`config.mk`:
```
export PLATFORM = sky130hd
export DESIGN_NAME = bitmod_unit
export DESIGN_NICKNAME = d
export VERILOG_FILES = /design/src/rtl/bitmod_pkg.sv /design/src/rtl/bitmod_index.sv /design/src/rtl/bitmod_alu.sv /design/src/rtl/bitmod_unit.sv
export SDC_FILE = /design/constraint.sdc
export NUM_CORES = 1
export LEC_CHECK = 0
export ABC_CLOCK_PERIOD_IN_PS = 3280
export BUFFER_PORTS_ARGS = -buffer_cell sky130_fd_sc_hd__buf_2
export CORE_MARGIN = 5
export CORE_UTILIZATION = 50
export CTS_CLUSTER_SIZE = 30
export DETAILED_ROUTE_END_ITERATION = 7
export GPL_TIMING_DRIVEN = 1
export MAX_ROUTING_LAYER = met4
export PLACE_DENSITY = 0.77
export SETUP_SLACK_MARGIN = 0.3
export SLEW_MARGIN = 20
export SYNTH_ARGS = -nofsm -noshare
export SYNTH_HDL_FRONTEND = slang
export SYNTH_SLANG_ARGS = --single-unit
export TNS_END_PERCENT = 20
```
`constraint.sdc`:
```
create_clock -name clk -period 3.28 [get_ports clk]
set_input_delay 0.656 -clock clk [delete_from_list [all_inputs] [get_ports clk]]
set_output_delay 0.656 -clock clk [all_outputs]
set_load 0.02 [all_outputs]
```
`src/rtl/bitmod_pkg.sv`:
```
// Shared definitions for the single-bit test/modify unit.
// Assumes a two-bit operation code whose encoding is fixed by the requirements.
package bitmod_pkg;

    typedef enum logic [1:0] {
        BOP_TEST  = 2'b00,
        BOP_SET   = 2'b01,
        BOP_CLEAR = 2'b10,
        BOP_FLIP  = 2'b11
    } bit_op_e;

endpackage

```
`src/rtl/bitmod_index.sv`:
```
// Selects the bit-number source, wraps the bit number for the operand type
// and produces a one-hot mask for the selected bit.
// Assumes DATA_W and BYTE_W are powers of two with BYTE_W <= DATA_W.
module bitmod_index #(
    parameter int DATA_W = 32,
    parameter int BYTE_W = 8,
    parameter int IMM_W  = 8
) (
    input  logic              is_mem,
    input  logic              num_is_reg,
    input  logic [IMM_W-1:0]  imm_num,
    input  logic [DATA_W-1:0] reg_num,
    output logic [DATA_W-1:0] bit_mask
);
    localparam int IDX_W  = $clog2(DATA_W);
    localparam int BIDX_W = $clog2(BYTE_W);

    logic [DATA_W-1:0] chosen_num;
    logic [IDX_W-1:0]  wrapped_idx;

    // Chooses the bit-number source, widening the immediate.
    always_comb begin
        chosen_num = num_is_reg ? reg_num : DATA_W'(imm_num);
    end

    // Wraps the bit number at the operand width.
    always_comb begin
        if (is_mem)
            wrapped_idx = {{(IDX_W-BIDX_W){1'b0}}, chosen_num[BIDX_W-1:0]};
        else
            wrapped_idx = chosen_num[IDX_W-1:0];
    end

    // Builds the one-hot mask for the wrapped index.
    always_comb begin
        bit_mask = DATA_W'(1) << wrapped_idx;
    end

endmodule

```
`src/rtl/bitmod_alu.sv`:
```
// Applies a bit operation through a one-hot mask and computes the zero flag
// from the masked bit before any change.
// Assumes bit_mask has exactly one bit set.
module bitmod_alu
    import bitmod_pkg::*;
#(
    parameter int DATA_W = 32
) (
    input  bit_op_e           op,
    input  logic [DATA_W-1:0] operand,
    input  logic [DATA_W-1:0] bit_mask,
    output logic [DATA_W-1:0] new_value,
    output logic              zero,
    output logic              modifies
);
    // Zero flag from the old value of the selected bit.
    always_comb begin
        zero = ~|(operand & bit_mask);
    end

    // Modified operand and write-back need, per operation.
    always_comb begin
        unique case (op)
            BOP_SET:   new_value = operand | bit_mask;
            BOP_CLEAR: new_value = operand & ~bit_mask;
            BOP_FLIP:  new_value = operand ^ bit_mask;
            default:   new_value = operand;
        endcase
        modifies = (op != BOP_TEST);
    end

endmodule

```
`src/rtl/bitmod_unit.sv`:
```
// Single-bit test/modify unit: test, set, clear or change one bit of a
// register operand or a memory byte, with outputs registered after one clock.
// Assumes the caller handles memory access and keeps the other condition codes.
module bitmod_unit
    import bitmod_pkg::*;
#(
    parameter int DATA_W = 32,
    parameter int BYTE_W = 8,
    parameter int IMM_W  = 8
) (
    input  logic              clk,
    input  logic              rst_n,
    input  logic              in_valid,
    input  logic [1:0]        op_code,
    input  logic              is_mem,
    input  logic              num_is_reg,
    input  logic [IMM_W-1:0]  imm_num,
    input  logic [DATA_W-1:0] reg_num,
    input  logic [DATA_W-1:0] operand,
    output logic              out_valid,
    output logic [DATA_W-1:0] result,
    output logic              z_flag,
    output logic              wr_en
);
    logic [DATA_W-1:0] mask;
    logic [DATA_W-1:0] next_value;
    logic              next_zero;
    logic              next_mod;

    bitmod_index #(.DATA_W(DATA_W), .BYTE_W(BYTE_W), .IMM_W(IMM_W)) u_index (
        .is_mem     (is_mem),
        .num_is_reg (num_is_reg),
        .imm_num    (imm_num),
        .reg_num    (reg_num),
        .bit_mask   (mask)
    );

    bitmod_alu #(.DATA_W(DATA_W)) u_alu (
        .op        (bit_op_e'(op_code)),
        .operand   (operand),
        .bit_mask  (mask),
        .new_value (next_value),
        .zero      (next_zero),
        .modifies  (next_mod)
    );

    // Output register: strobes follow each request, data holds when idle.
    always_ff @(posedge clk) begin
        if (!rst_n) begin
            out_valid <= 1'b0;
            wr_en     <= 1'b0;
            z_flag    <= 1'b0;
            result    <= '0;
        end else begin
            out_valid <= in_valid;
            wr_en     <= in_valid & next_mod;
            if (in_valid) begin
                result <= next_value;
                z_flag <= next_zero;
            end
        end
    end

endmodule

```
**Word level (Yosys, flattened, before mapping)**

Cells that the tools add are included.

- Register bits after elaboration: 35
- Bits of input ports: 79

- Reductions and logical operators: 3
- Equality and inequality tests: 3
- Shift-type cells: 1
- Mux-type cells: 3
- Bitwise operators: 6

Operators with widths:

| operator | number |
|---|---|
| $pmux W32 S3 | 1 |
| $and A32 B32 Y32 | 2 |
| $not A32 Y32 | 1 |
| $or A32 B32 Y32 | 1 |
| $reduce_or A32 Y1 | 1 |
| $shl A1 B5 Y32 const A | 1 |
| $xor A32 B32 Y32 | 1 |
| $mux W5 | 2 |
| $eq A2 B2 Y1 const B | 2 |
| $eq A2 B1 Y1 const B | 1 |
| $reduce_bool A2 Y1 | 1 |
| $and A1 B1 Y1 | 1 |
| $logic_not A1 Y1 | 1 |

**Longest topological paths before layout**

- Depth after elaboration: 6
- Mapped depth: 10
- Mapped depth without buffers: 9

**Modules after synthesis**

Synthesis repeated with hierarchy kept, for this count alone.

- Cell total of the unflattened synthesis: 420
- Area total of the unflattened synthesis: 4371.7 um^2

By module, submodules not included:

| module | cells an instance | instances | area each (um^2) | sequential area each (um^2) |
|---|---|---|---|---|
| bitmod_alu | 244 | 1 | 2477.4 | 0.0 |
| bitmod_unit | 110 | 1 | 1332.5 | 700.7 |
| bitmod_index | 66 | 1 | 561.8 | 0.0 |

**Least setup slack after synthesis**

OpenSTA, ideal clock, no wires.

- Path type: in2reg
- From: input port num_is_reg
- To: register result[18]
- Path buffers: 1
- Data arrival time: 2.477 ns
- Stages on the path: 9
- Path slack: 0.675 ns
- Data required time: 3.152 ns
- Setup time: 0.128 ns
- Cells stage by stage: buf_6 or3b_1 a21o_1 nor2_2 nand2_1 ha_1 mux4_2 mux2i_1 nor2_1

- Word-level cells in the longest chain between the ends: 6
- Elaborated cells on any way between the ends: 8
- Classes of those cells: shift: 1; mux: 3; bitwise: 4

Ends and longest elaborated chain:

| what | line | RTL |
|---|---|---|
| start: declaration | bitmod_unit.sv:16 | `input logic num_is_reg,` |
| $mux W5 * | bitmod_index.sv:23 | `chosen_num = num_is_reg ? reg_num : DATA_W'(imm_num);` |
| $mux W5 * | bitmod_index.sv:28 | `if (is_mem)` |
| $shl A1 B5 Y32 * | bitmod_index.sv:36 | `bit_mask = DATA_W'(1) << wrapped_idx;` |
| $not A32 Y32 | bitmod_alu.sv:25 | `BOP_CLEAR: new_value = operand & ~bit_mask;` |
| $and A32 B32 Y32 | bitmod_alu.sv:25 |  |
| $pmux W32 S3 * | bitmod_alu.sv:23 | `unique case (op)` |
| end signal: assignment | bitmod_unit.sv:58 | `result <= next_value;` |
| end: declaration | bitmod_unit.sv:21 | `output logic [DATA_W-1:0] result,` |

Every way passes the cells marked *; elsewhere a longest branch is shown, timed or not.
A chain may end at the register's enable or synchronous reset.

**Worst setup path after layout**

- From: input port num_is_reg
- To: register z_flag

- Word-level cells in the longest chain between the ends: 6

Ends and longest elaborated chain:

| what | line | RTL |
|---|---|---|
| $mux W5 | bitmod_index.sv:23 |  |
| $mux W5 | bitmod_index.sv:28 |  |
| $shl A1 B5 Y32 | bitmod_index.sv:36 |  |
| $and A32 B32 Y32 | bitmod_alu.sv:18 | `zero = ~\|(operand & bit_mask);` |
| $reduce_or A32 Y1 | bitmod_alu.sv:18 |  |
| $logic_not A1 Y1 | bitmod_alu.sv:18 |  |
| end signal: assignment | bitmod_unit.sv:59 | `z_flag <= next_zero;` |
| end: declaration | bitmod_unit.sv:22 | `output logic z_flag,` |

No other way between the ends.

==> summary.md <==
| Metric | Value |
|---|---|
| Pleak | `between 2 and 2.5 nW` |
| Footprint of the multi-input gates | `between 0.003 and 0.004 mm^2` |
| Root buffer cell | `clkbuf_8` |
| Worst Tran Pin Value | `between 1000 and 1500 ps` |
| Die height | `roughly 100 um` |
| Hold Crit Class | `register to register` |
| Final instance area | `approximately 0.0047 mm^2` |
| Critical Path Max Stage Delay | `approximately 400 ps` |
| Worst rel slew slack | `between 20% and 30%` |
| Final WS setup | `roughly 600 ps` |
| Fill count | `slightly below 800` |
| Core ar. | `between 0.008 and 0.009 mm^2` |
| Arr. time, crit path | `about 2900 ps` |
| Post-Syn Instances | `approximately 480` |
| Drc violations | `0` |
| Max frequency | `373 MHz` |
| Routed WL | `roughly 10000 um` |
| Overall die width | `just over 100 um` |
| Clock latency on the worst-skew pair | `300 ps` |
| Clock-pin transition on the worst setup and hold timing paths | `80 ps` |
| Antenna Cells | `0` |
| Syn_nets | `~650` |
| Routed Antenna Nets | `0` |
| Initial antenna violation count | `0` |
| Minimum clock period | `around 2700 ps` |
| CP Data Required Time | `3490 ps` |
| Place WS | `approximately 300 ps` |
| CTS H-tree depth | `2` |
| Max-cap check violation count | `0` |
| Max stage delay cell, worst path | `a211oi_1` |
| FF+latch area | `roughly 700 um^2` |
| Gr ovfl total | `0` |
| Slew Viols, Final | `0` |
| GRT Util Overall | `around a fifth` |
| CP Capture Type | `register` |
| Largest net degree at the start of global routing | `33` |
| Final period util | `between 80% and 90%` |
| Post-CTS setup buffers | `0` |
| Crit Path Class | `primary input to register` |
| Layout cells sized above 1 | `between 20% and 30%` |
| Syn avg cell area | `slightly below 9 um^2` |
| PortBufs | `83` |
| Vias in the first global route | `roughly 3600` |
| RSZ-0062 raised after global routing | `no` |
| Post-DR wirelength/cell | `15.1 um` |
| Post-cts sizing count | `0` |
| Status | `complete, no violations` |
| Seq/Total Area, Yosys | `16.9%` |
| Mapped cell area | `approximately 0.0041 mm^2` |
| Post-CTS Hold Fix Bufs | `0` |
| Final setup vio count | `0` |
| Crit-path max FO | `20` |
| Top Ports | `~110` |
| Clock Tree Buf Depth | `2` |
| Final hold vios | `0` |
| Synth warn | `0` |
| Clock skew | `0 ps` |
| Cell Area, Placed | `approximately 0.0046 mm^2` |
| DP Wirelength | `just under 8000 um` |
| Setup tns final | `0 ps` |
| Initial core utilization | `between 50% and 60%` |
| CP cell instances | `buf_2, nor3_1, a211oi_1, buf_4, nand2b_1, nor2_1, ha_1, nor4_1, nand4_1, o31ai_1` |
| Synth unique cells | `38` |
| Area growth from synthesis to layout | `13.3%` |
| Initial DRT Pass Iterations | `4` |
| Die ar. | `~0.01 mm^2` |
| Number of synthesized register bits | `35` |
| DRT iter0 DRCs | `138` |
| First-pass GRT wire length | `16900 um` |
| Final net count | `slightly above 700` |
| Startpoint Class | `primary input` |
| RePlAce Congestion | `~0.85` |
| Clk sinks | `35` |
| Avg Vias per Cell | `5.38` |
| Pwr/cell area | `between 200 and 300 mW/mm^2` |
| Worst vdd ir | `~140 uV` |
| Vias post-DR | `between 3000 and 4000` |
| Cts bufs inserted | `5` |
| Core Rows | `33` |
| CTS tree | `yes` |
[critical path: cells and delay by family]
| kind | cells | cell delay, ps |
|---|---|---|
| buffers and inverters | 2 | 490 |
| adder cells (fa/ha/maj) | 1 | 200 |
| AO/OA/AOI/OAI | 2 | 630 |
| AND/OR/NAND/NOR | 5 | 910 |
[worst paths after layout]
path | startpoint | endpoint | slack (ps) | cells past startpoint
worst min-delay path | result[27] | result[27] | 480 | 2
worst max-delay path | num_is_reg | z_flag | 600 | 10
worst min register to register | result[27] | result[27] | 480 | 2
worst max register to register | result[14] | result[14] | 2580 | 2
[state kept, by name (all words and copies together), names as in the netlist]
signal	flops
result	32
out_valid	1
wr_en	1
z_flag	1
[where the power goes]
| group | leakage, nW | switching [W] | internal (W) |
|---|---|---|---|
| Clock | 0.0412 | 0.000183 | 0.000149 |
| Combinational | 1.98 | 0.000267 | 0.000190 |
| Sequential | 0.290 | 0.0000144 | 0.000459 |
[routing by layer]
layer | part of all wire, % | vias to the layer above | global-route usage (%) | routed length (um)
met5 | 0 | - | - | 0
met4 | 1.4 | 0 | 5.11 | 139
met3 | 6.5 | 15 | 3.32 | 645
met2 | 48 | 104 | 35.0 | 4790
met1 | 44 | 1659 | 27.0 | 4370
li1 | - | 1764 | - | -
[cell usage in the layout, fill, tap and decap left out, types with 3 or more instances in the layout]
master and instances:
mux4_2 15, buf_2 83, ha_1 96, nand2_1 40, a211oi_1 23, nand3b_1 4, nand2b_1 3, clkbuf_8 5
a21oi_1 20, inv_1 49, nor2_2 4, buf_4 10, mux2_2 18, mux2i_1 15, dfxtp_1 35, nor4_1 8
a211oi_2 12, nor2_1 87
[kinds of logic after synthesis]
family | Yosys count | share of synthesized area [%]
AO/OA/AOI/OAI | 66 | 12.6
multiplexers | 49 | 17.0
flip-flops | 35 | 16.9
buffers and inverters | 75 | 8.22
adder cells (fa/ha/maj) | 96 | 29.0
AND/OR/NAND/NOR | 157 | 16.2
[cell type report]
type / instances / share of cell area (%)
clock buffers: 6 / 1.55
clock inverters: 2 / 0.267
inverters: 49 / 3.92
multi-input cells: 368 / 66.1
flip-flops and latches: 35 / 14.9
well taps: 105 / 2.80
repair buffers: 93 / 10.5
[synthesized netlist by cell type]
master | instances | share of area, %
a32oi_1 | 1 | 0.21
nand4_1 | 2 | 0.30
o22ai_1 | 1 | 0.15
buf_1 | 1 | 0.091
nor2_2 | 4 | 0.60
mux2i_2 | 1 | 0.33
o32a_1 | 1 | 0.24
clkbuf_1 | 9 | 0.82
a211oi_1 | 23 | 4.2
nand2b_1 | 3 | 0.45
a21o_1 | 2 | 0.36
nand3_1 | 1 | 0.12
o32ai_2 | 1 | 0.39
dfxtp_1 | 35 | 17
nand2_1 | 40 | 3.6
nor4_1 | 8 | 1.2
o31ai_1 | 1 | 0.18
a22oi_1 | 1 | 0.18
a21oi_1 | 20 | 2.4
o22a_1 | 1 | 0.21
buf_2 | 8 | 0.97
mux2i_1 | 15 | 3.6
inv_1 | 49 | 4.4
mux2_2 | 18 | 4.9
nor3_1 | 1 | 0.12
or2_2 | 1 | 0.15
or3b_1 | 2 | 0.42
nor2b_1 | 2 | 0.30
a211oi_2 | 12 | 3.6
a22o_1 | 1 | 0.21
buf_4 | 3 | 0.54
and2_1 | 2 | 0.30
ha_1 | 96 | 29
nand3b_1 | 4 | 0.73
buf_6 | 5 | 1.4
nor2_1 | 87 | 7.9
mux4_2 | 15 | 8.2
a32o_1 | 1 | 0.24
[stage by stage]
step                      total power [W]  std cells  util (%)  hold slack [ps]
final                             0.00126        658      57.7              485
after global routing              0.00135        658      57.7              526
after CTS                         0.00127        658      57.7              489
after detailed placement         0.000941        650      56.6              478
after global placement           0.000920        650      56.6              464
after floorplan                  0.000794        478         -              557
(Power assumes the default switching activity.)
